File: config.mk
export PLATFORM = sky130hd
export DESIGN_NAME = dbg_ctl_unit
export DESIGN_NICKNAME = d
export VERILOG_FILES = /design/src/rtl/dbg_pkg.sv /design/src/rtl/dbg_cmd_fsm.sv /design/src/rtl/dbg_ctl_reg.sv /design/src/rtl/dbg_wpt_regs.sv /design/src/rtl/dbg_ctl_unit.sv
export SDC_FILE = /design/constraint.sdc
export NUM_CORES = 1
export LEC_CHECK = 0
export BUFFER_PORTS_ARGS = -buffer_cell sky130_fd_sc_hd__buf_2
export CAP_MARGIN = 20
export CORE_AREA = 8 8 78 80
export CTS_CLUSTER_DIAMETER = 30
export DETAILED_ROUTE_END_ITERATION = 16
export DIE_AREA = 0 0 86 88
export PLACE_DENSITY = 0.82
export SKIP_LAST_GASP = 1
export SLEW_MARGIN = 15
export SYNTH_ARGS = -nofsm -noshare
export SYNTH_HDL_FRONTEND = slang
export SYNTH_HIERARCHICAL = 1
export SYNTH_SLANG_ARGS = --single-unit
File: constraint.sdc
create_clock -name clk -period 2.1 [get_ports clk]
set_input_delay 0.42 -clock clk [delete_from_list [all_inputs] [get_ports clk]]
set_output_delay 0.42 -clock clk [all_outputs]
set_load 0.03 [all_outputs]
File: src/rtl/dbg_pkg.sv
package dbg_pkg;
  localparam int BYTE_W   = 8;
  localparam int WPT_REGS = 3;
  localparam int IDX_W    = 2;

  localparam logic [BYTE_W-1:0] OP_WPT_WR = 8'h20;
  localparam logic [BYTE_W-1:0] OP_WPT_RD = 8'h21;
  localparam logic [BYTE_W-1:0] OP_CTL_WR = 8'h04;
  localparam logic [BYTE_W-1:0] OP_CTL_RD = 8'h05;

  localparam int B_MODE = 7;
  localparam int B_BRK  = 6;
  localparam int B_ACK  = 5;
  localparam int B_RST  = 0;

  typedef enum logic [2:0] {
    ST_IDLE, ST_WPT_WR, ST_WPT_RD, ST_CTL_WR, ST_CTL_RD
  } cmd_st_e;
endpackage

File: src/rtl/dbg_cmd_fsm.sv
module dbg_cmd_fsm
  import dbg_pkg::*;
(
  input  logic              clk,
  input  logic              rst_n,
  input  logic              in_valid,
  output logic              in_ready,
  input  logic [BYTE_W-1:0] in_data,
  output logic              out_valid,
  input  logic              out_ready,
  output logic              ctl_we,
  output logic              snap_en,
  output logic [WPT_REGS-1:0] wpt_we,
  output logic              sel_ctl,
  output logic [IDX_W-1:0]  rd_idx
);
  localparam logic [IDX_W-1:0] LAST = IDX_W'(WPT_REGS - 1);

  cmd_st_e st_q, st_d;
  logic [IDX_W-1:0] idx_q, idx_d;
  logic acc, pop;

  assign in_ready  = (st_q == ST_IDLE) || (st_q == ST_WPT_WR) || (st_q == ST_CTL_WR);
  assign out_valid = (st_q == ST_WPT_RD) || (st_q == ST_CTL_RD);
  assign acc = in_valid && in_ready;
  assign pop = out_valid && out_ready;
  assign sel_ctl = (st_q == ST_CTL_RD);
  assign rd_idx  = idx_q;

  always_comb begin
    st_d    = st_q;
    idx_d   = idx_q;
    ctl_we  = 1'b0;
    snap_en = 1'b0;
    wpt_we  = '0;
    case (st_q)
      ST_IDLE: if (acc) begin
        idx_d = '0;
        case (in_data)
          OP_WPT_WR: st_d = ST_WPT_WR;
          OP_WPT_RD: st_d = ST_WPT_RD;
          OP_CTL_WR: st_d = ST_CTL_WR;
          OP_CTL_RD: begin st_d = ST_CTL_RD; snap_en = 1'b1; end
          default:   st_d = ST_IDLE;
        endcase
      end
      ST_WPT_WR: if (acc) begin
        wpt_we = WPT_REGS'(1) << idx_q;
        if (idx_q == LAST) begin st_d = ST_IDLE; idx_d = '0; end
        else idx_d = idx_q + 1'b1;
      end
      ST_CTL_WR: if (acc) begin
        ctl_we = 1'b1;
        st_d   = ST_IDLE;
      end
      ST_WPT_RD: if (pop) begin
        if (idx_q == LAST) begin st_d = ST_IDLE; idx_d = '0; end
        else idx_d = idx_q + 1'b1;
      end
      ST_CTL_RD: if (pop) st_d = ST_IDLE;
      default: st_d = ST_IDLE;
    endcase
  end

  always_ff @(posedge clk or negedge rst_n) begin
    if (!rst_n) begin
      st_q  <= ST_IDLE;
      idx_q <= '0;
    end else begin
      st_q  <= st_d;
      idx_q <= idx_d;
    end
  end
endmodule

File: src/rtl/dbg_ctl_reg.sv
module dbg_ctl_reg
  import dbg_pkg::*;
(
  input  logic              clk,
  input  logic              rst_n,
  input  logic              wr_en,
  input  logic [BYTE_W-1:0] wr_data,
  input  logic              rd_protect,
  input  logic              brk_decoded,
  input  logic              wpt_break,
  output logic [BYTE_W-1:0] ctl_q
);
  logic [BYTE_W-1:0] ctl_d;
  logic brk_hit;

  assign brk_hit = (brk_decoded && ctl_q[B_BRK]) || wpt_break;

  always_comb begin
    ctl_d = ctl_q;
    ctl_d[B_RST] = 1'b0;
    if (wr_en) begin
      ctl_d[B_MODE] = wr_data[B_MODE] || (rd_protect && ctl_q[B_MODE]);
      ctl_d[B_BRK]  = wr_data[B_BRK];
      ctl_d[B_ACK]  = wr_data[B_ACK];
      ctl_d[B_RST]  = wr_data[B_RST];
    end
    if (brk_hit) ctl_d[B_MODE] = 1'b1;
    ctl_d[B_ACK-1:B_RST+1] = '0;
  end

  always_ff @(posedge clk or negedge rst_n) begin
    if (!rst_n) ctl_q <= '0;
    else        ctl_q <= ctl_d;
  end
endmodule

File: src/rtl/dbg_wpt_regs.sv
module dbg_wpt_regs
  import dbg_pkg::*;
(
  input  logic              clk,
  input  logic              rst_n,
  input  logic [WPT_REGS-1:0] we,
  input  logic [BYTE_W-1:0] wr_data,
  input  logic              zero_ctl,
  output logic [WPT_REGS-1:0][BYTE_W-1:0] regs_q
);
  for (genvar g = 0; g < WPT_REGS; g++) begin : g_reg
    logic [BYTE_W-1:0] load_val;
    if (g == 0) begin : g_ctl
      assign load_val = zero_ctl ? '0 : wr_data;
    end else begin : g_plain
      assign load_val = wr_data;
    end
    always_ff @(posedge clk or negedge rst_n) begin
      if (!rst_n)     regs_q[g] <= '0;
      else if (we[g]) regs_q[g] <= load_val;
    end
  end
endmodule

File: src/rtl/dbg_ctl_unit.sv
module dbg_ctl_unit
  import dbg_pkg::*;
(
  input  logic        clk,
  input  logic        rst_n,
  input  logic        rd_protect,
  input  logic        brk_decoded,
  input  logic        wpt_break,
  input  logic        cmd_in_valid,
  output logic        cmd_in_ready,
  input  logic [7:0]  cmd_in_data,
  output logic        rsp_out_valid,
  input  logic        rsp_out_ready,
  output logic [7:0]  rsp_out_data,
  output logic        halt_fetch,
  output logic        reset_req,
  output logic [7:0]  ctl_q,
  output logic [7:0]  wpt_ctl_q,
  output logic [7:0]  wpt_addr_q,
  output logic [7:0]  wpt_data_q
);
  logic ctl_we, snap_en, sel_ctl;
  logic [WPT_REGS-1:0] wpt_we;
  logic [IDX_W-1:0] rd_idx;
  logic [WPT_REGS-1:0][BYTE_W-1:0] wpt_q;
  logic [BYTE_W-1:0] ctl_r, snap_q;

  dbg_cmd_fsm u_fsm (
    .clk(clk), .rst_n(rst_n),
    .in_valid(cmd_in_valid), .in_ready(cmd_in_ready), .in_data(cmd_in_data),
    .out_valid(rsp_out_valid), .out_ready(rsp_out_ready),
    .ctl_we(ctl_we), .snap_en(snap_en), .wpt_we(wpt_we),
    .sel_ctl(sel_ctl), .rd_idx(rd_idx)
  );

  dbg_ctl_reg u_ctl (
    .clk(clk), .rst_n(rst_n), .wr_en(ctl_we), .wr_data(cmd_in_data),
    .rd_protect(rd_protect), .brk_decoded(brk_decoded),
    .wpt_break(wpt_break), .ctl_q(ctl_r)
  );

  dbg_wpt_regs u_wpt (
    .clk(clk), .rst_n(rst_n), .we(wpt_we), .wr_data(cmd_in_data),
    .zero_ctl(!ctl_r[B_MODE] || rd_protect), .regs_q(wpt_q)
  );

  always_ff @(posedge clk or negedge rst_n) begin
    if (!rst_n)       snap_q <= '0;
    else if (snap_en) snap_q <= ctl_r;
  end

  always_comb begin
    rsp_out_data = '0;
    if (sel_ctl) rsp_out_data = snap_q;
    else if (rd_idx < IDX_W'(WPT_REGS)) rsp_out_data = wpt_q[rd_idx];
  end

  assign ctl_q      = ctl_r;
  assign halt_fetch = ctl_r[B_MODE];
  assign reset_req  = ctl_r[B_RST];
  assign wpt_ctl_q  = wpt_q[0];
  assign wpt_addr_q = wpt_q[1];
  assign wpt_data_q = wpt_q[2];
endmodule

==> results of run 1 <==
[report_power, final]
group          switching, uW  internal, uW
combinational            308           218
sequential              26.1           826
clock                    269           229
total                    603          1270
[path summary, 6_finish.rpt]
path	from	to	slack (ns)	cells after the start
max in group asynchronous	rst_n	u_fsm/rd_idx[1]$_DFFE_PN0P_	1.57	2
worst min-delay path	rst_n	u_wpt/regs_q[10]$_DFFE_PN0P_	0.17	2
worst min register to register	snap_q[1]$_DFFE_PN0P_	snap_q[1]$_DFFE_PN0P_	0.52	1
min in group clk	wpt_break	u_ctl/ctl_q[7]$_DFFE_PN0P_	0.35	3
worst max register to register	u_fsm/st_q[0]$_DFFE_PN0P_	snap_q[0]$_DFFE_PN0P_	0.12	7
worst max-delay path	u_fsm/st_q[1]$_DFFE_PN0P_	rsp_out_data[7]	-0.14	5
[logic make-up after synthesis]
kind of cell    after synthesis
other cells                   1
mux                          36
compound gates               26
xor+xnor                      3
flops                        41
buf+inv                      25
simple gates                 45
[metal layers]
| layer | GRT usage | vias to the layer above | routed length (um) | share of wire |
|---|---|---|---|---|
| met1 | 0.1707 | 790 | 2419 | 0.43 |
| met4 | 0.05732 | 0 | 78 | 0.014 |
| met3 | 0.04128 | 4 | 315 | 0.056 |
| met2 | 0.2708 | 44 | 2833 | 0.50 |
| li1 | - | 772 | - | - |
| met5 | 0 | - | 0 | 0 |
[metrics by stage]
| stage | instances | setup WS [ns] |
|---|---|---|
| 2_1_floorplan | 180 | 0.03299 |
| 3_3_place_gp | 302 | 0.1560 |
| 3_5_place_dp | 302 | 0.1221 |
| 4_1_cts | 317 | -0.1519 |
| 5_1_grt | 317 | -0.2218 |
| 6_report | 317 | -0.1413 |
[synth_stat cells, types with 2 or more instances]
master,instances,area (um2)
nor2_1,7,26.28
nand2_1,3,11.26
buf_2,2,10.01
a22o_1,2,17.52
buf_4,7,52.55
mux2_2,32,360.4
o21ai_2,2,17.52
a21oi_1,2,10.01
nor2b_1,4,25.02
and3_1,2,12.51
nor4_1,2,12.51
xnor2_1,2,17.52
buf_6,5,56.30
inv_1,9,33.78
nand2b_1,2,12.51
and4bb_2,8,100.1
o21ai_0,4,20.02
nand3b_2,2,22.52
o21ai_1,3,15.01
mux2_1,2,22.52
nor3_1,2,10.01
nand3b_1,7,52.55
dfrtp_1,41,1026
mux2_4,2,30.03
a221o_1,8,80.08
[worst reg2reg max path: stages (launching register included)]
cell	delay, ns
dfrtp_1	0.41
buf_4	0.14
buf_4	0.15
nor4_1	0.30
nand2_1	0.14
nor2_1	0.17
buf_4	0.20
mux2_2	0.35
[sequential cells by signal, indices dropped and copies added, names as in the netlist]
register and count:
u_fsm/rd_idx 2, u_fsm/st_q 3, u_wpt/regs_q 24, snap_q 8, u_ctl/ctl_q 4
[cell type report]
type | instances | area, um2 | share of cell area
Tap cell | 70 | 87.58 | 0.03193
Clock buffer | 5 | 68.82 | 0.02509
Clock inverter | 3 | 17.52 | 0.006387
Timing Repair Buffer | 75 | 494.2 | 0.1802
Multi-Input combinational cell | 114 | 1015 | 0.3700
Sequential cell | 41 | 1026 | 0.3741
Inverter | 9 | 33.78 | 0.01232
[what timing repair did]
item	4_1_cts	5_1_grt
resized for setup	17	1
cloned	1	0
hold endpoints to repair	0	0
setup endpoints to repair	8	8
buffers inserted	6	0
pin swaps	7	1
==> metrics.csv, run 1 <==
metric,value,unit
status,"finished, violations left",
failing checks,setup timing,
CORE AREA,0.004912,mm2
CTS tree,yes,
period utilisation layout,1.067,
Final WS setup,-0.1413,ns
"Seq/Total Area, Yosys",0.4702,
diode count,0,
port buffer count,54,
Setup TNS Final,-1.001,ns
critical path type,register to output port,
Top delay family on crit path,simple AND/OR/NAND/NOR gates,
DRT iter0 DRCs,67,
Vias,1610,
Static Leak,0.001415,uW
"Async S/R FF share, synth",1.000,
Pins Over Slew Limit,0,
Rows,26,
clock skew,0.006299,ns
Post-Route WL,5.647,mm
global placement routability congestion,0.8232,
initial antenna violation count,0,
Synth Area in Compound Gates,0.09576,
"critical path, cell by cell","nor3b_4, buf_4, and4bb_2, a221o_1, buf_6",
Chip Height,88,um
remaining antenna violation count,0,
Max-Cap Viols,0,
distinct cell type count after synthesis,40,
total track usage,0.1527,
Worst path slowest cell,dfrtp_1,
Period minus WS final,2.241,ns
Mapped Cells,177,
Root Buffer Master,clkbuf_8,
CP Data Arrival Time,1.82,ns
DR vias/cell,5.079,
die area,0.007568,mm2
"Max FO, Critical Path",5,
Fin Hold WS,0.1700,ns
Mean Syn Cell Area,12.33,um2
IO Pins,59,
DRT Pass-1 Iters,4,
crit-path max cell delay,0.41,ns
CTS HTree Levels,2,
pin count of the biggest net entering global routing,42,
dpl hpwl,3.979,mm
synth-to-layout area growth,25.69,%
proportion of layout cells with a drive suffix above 1,0.5506,
total gr overflow,0,
# setup viols final,8,
mux cell area share after synthesis,0.1892,
#FFs+latches synth,41,
final net count,261,
Initial Util,0.4442,
simple-gate share of the synthesized area,0.1525,
Synth warnings,6,
"most common cell after layout, fill and taps aside",buf_2,
number of flops mapped to enable cells by yosys,0,
first-pass GRT wire length,8.797,mm
Pwr Total,1875,uW
Worst-path clk slew,0.08,ns
die width,86,um
# DRC,0,
post-synthesis xor/xnor area fraction,0.01204,
Slew headroom,0.6607,
Syn Std Cell Area,0.002182,mm2
worst vdd ir,482.2,uV
fillers,426,
clock tree sinks,41,
"Clk Latency, worst-skew pair",0.29,ns
CP bufs+invs,2,
pwr dens,683.7,mW/mm2
HP Class,input port to asynchronous set/reset pin,
Clock Path Buffers,2,
Worst setup EP type,output port,
Hold Fails Final Rpt,0,
commonest register cell after synthesis,dfrtp_1,
Critical Path Start Type,register,
vias in the first global route,1732,
wire per inst,17.81,um
design area,0.002743,mm2
RSZ-0062 raised after global routing,yes,
fin util,0.5583,
CTS Buf Count,5,
number of buffers inserted by hold repair at cts,0,
Adder-Cell Fraction of Synth Area,0,
FMAX,0.4462,GHz
"commonest non-fill, non-tap cells in the layout","46 x buf_2, 41 x dfrtp_1, 32 x mux2_2, 19 x buf_4, 9 x inv_1",
Post-DP Area,0.002541,mm2
largest family of logic cells by synthesized area,multiplexers,
required time worst endpoint,1.68,ns
Worst-Margin Slew,0.5090,ns
Power figures use the tool's default switching activity.
==> inputs of run 2 (changes only) <==
--- a/config.mk
+++ b/config.mk
@@ -12,6 +12,7 @@
 export DETAILED_ROUTE_END_ITERATION = 16
 export DIE_AREA = 0 0 86 88
 export PLACE_DENSITY = 0.82
+export SKIP_CTS_REPAIR_TIMING = 1
 export SKIP_LAST_GASP = 1
 export SLEW_MARGIN = 15
 export SYNTH_ARGS = -nofsm -noshare
==> metrics.csv, run 2 (synthesis results as in run 1) <==
metric,value,unit
status,"finished, violations left",
failing checks,setup timing,
Largest register FFs,24,
cell mode on critical path,buf_6,
diode count,0,
Reg2Reg Setup Slack,0.22,ns
port buffer count,54,
area occupied by multi-input gates,0.001015,mm2
crit path launch,u_fsm/st_q[0]$_DFFE_PN0P_,
IO Pins,59,
remaining antenna violation count,0,
Worst-Margin Slew,0.5057,ns
vias in the first global route,1685,
Vias,1610,
fillers,423,
die area,0.007568,mm2
period utilisation layout,1.061,
pin count of the biggest net entering global routing,42,
Max-Cap Viols,0,
CP bufs+invs,2,
die width,86,um
clock skew,0.008413,ns
Pins Over Slew Limit,0,
"Clk Latency, worst-skew pair",0.29,ns
Period minus WS final,2.228,ns
pwr dens,684.7,mW/mm2
FF/Latch Area,0.001026,mm2
"Max FO, Critical Path",6,
Critical Path Start Type,register,
Chip Height,88,um
HP Class,input port to asynchronous set/reset pin,
Initial Util,0.4442,
Top delay family on crit path,simple AND/OR/NAND/NOR gates,
CP Data Arrival Time,1.81,ns
Final WS setup,-0.1278,ns
required time worst endpoint,1.68,ns
synth-to-layout area growth,25.40,%
total gr overflow,0,
Slew headroom,0.6629,
Rows,26,
Worst setup EP type,output port,
setup slack after placement,0.1221,ns
FMAX,0.4489,GHz
global placement routability congestion,0.8232,
Clock Path Buffers,2,
CTS HTree Levels,2,
"critical path, cell by cell","nor3b_4, buf_6, and4bb_2, a221o_1, buf_6",
critical path type,register to output port,
dpl hpwl,3.979,mm
fin util,0.5571,
worst r2r src,u_fsm/st_q[1]$_DFFE_PN0P_,
"most common cell after layout, fill and taps aside",buf_2,
# DRC,0,
final net count,260,
biggest regs,"u_wpt/regs_q: 24 flops, snap_q: 8 flops, u_ctl/ctl_q: 4 flops",
Post-Route WL,5.594,mm
proportion of layout cells with a drive suffix above 1,0.5488,
Root Buffer Master,clkbuf_8,
initial antenna violation count,0,
# setup viols final,8,
Final Non-Filler Cells,316,
DR vias/cell,5.095,
clock tree sinks,41,
CTS tree,yes,
crit-path max cell delay,0.41,ns
"commonest non-fill, non-tap cells in the layout","47 x buf_2, 41 x dfrtp_1, 32 x mux2_2, 16 x buf_4, 10 x buf_6",
DRT Pass-1 Iters,4,
wire per inst,17.70,um
Worst path slowest cell,dfrtp_1,
CORE AREA,0.004912,mm2
Static Leak,0.001413,uW
DRT iter0 DRCs,65,
total track usage,0.1468,
worst vdd ir,482.0,uV
Worst-path clk slew,0.08,ns
RSZ-0062 raised after global routing,yes,
first-pass GRT wire length,8.500,mm
Biggest register,u_wpt/regs_q,
CTS Buf Count,5,
Hold Fails Final Rpt,0,
placed insts,302,
Setup TNS Final,-0.9362,ns
run 2: cell count changes in the layout (fill, tap and decap cells not counted):
cell and delta:
clkdlybuf4s15_2 -1, buf_6 +2, buf_4 -3, buf_2 +1
run 2: final timing paths:
kind / endpoint / cells past startpoint
min in group clk: u_ctl/ctl_q[7]$_DFFE_PN0P_ / 3
hold / removal: u_wpt/regs_q[10]$_DFFE_PN0P_ / 2
setup / recovery: rsp_out_data[0] / 5
setup reg to reg: snap_q[0]$_DFFE_PN0P_ / 6
hold reg to reg: snap_q[1]$_DFFE_PN0P_ / 1
max in group asynchronous: u_fsm/rd_idx[1]$_DFFE_PN0P_ / 2
run 2: metrics by stage:
| stage | total power (uW) | cell area, um2 | hold WS, ns |
|---|---|---|---|
| finish | 1874 | 2736 | 0.1727 |
| global route | 1959 | 2736 | 0.2158 |
| global placement | 1311 | 2541 | 0.4915 |
| CTS | 1822 | 2628 | 0.1901 |
| detailed placement | 1319 | 2541 | 0.5016 |
| floorplan | 1172 | 2198 | 0.1244 |
run 2: cell type report:
cell class,instances,area share
sequential,41,0.3749
multi-input combinational,114,0.3708
clock inverter,3,0.006401
inverter,9,0.01235
clock buffer,5,0.02515
timing repair buffer,74,0.1783
tap,70,0.03201
run 2: metal layers:
layer | wire [um] | up-vias | GRT usage
li1 | - | 771 | -
met1 | 2385 | 787 | 0.1679
met2 | 2812 | 48 | 0.2540
met3 | 318 | 4 | 0.04034
met4 | 78 | 0 | 0.05732
met5 | 0 | - | 0
run 2: report_power, final:
part | switching, uW | internal (uW)
sequential | 26.4 | 826
combinational | 307 | 218
clock | 267 | 229
total | 601 | 1270
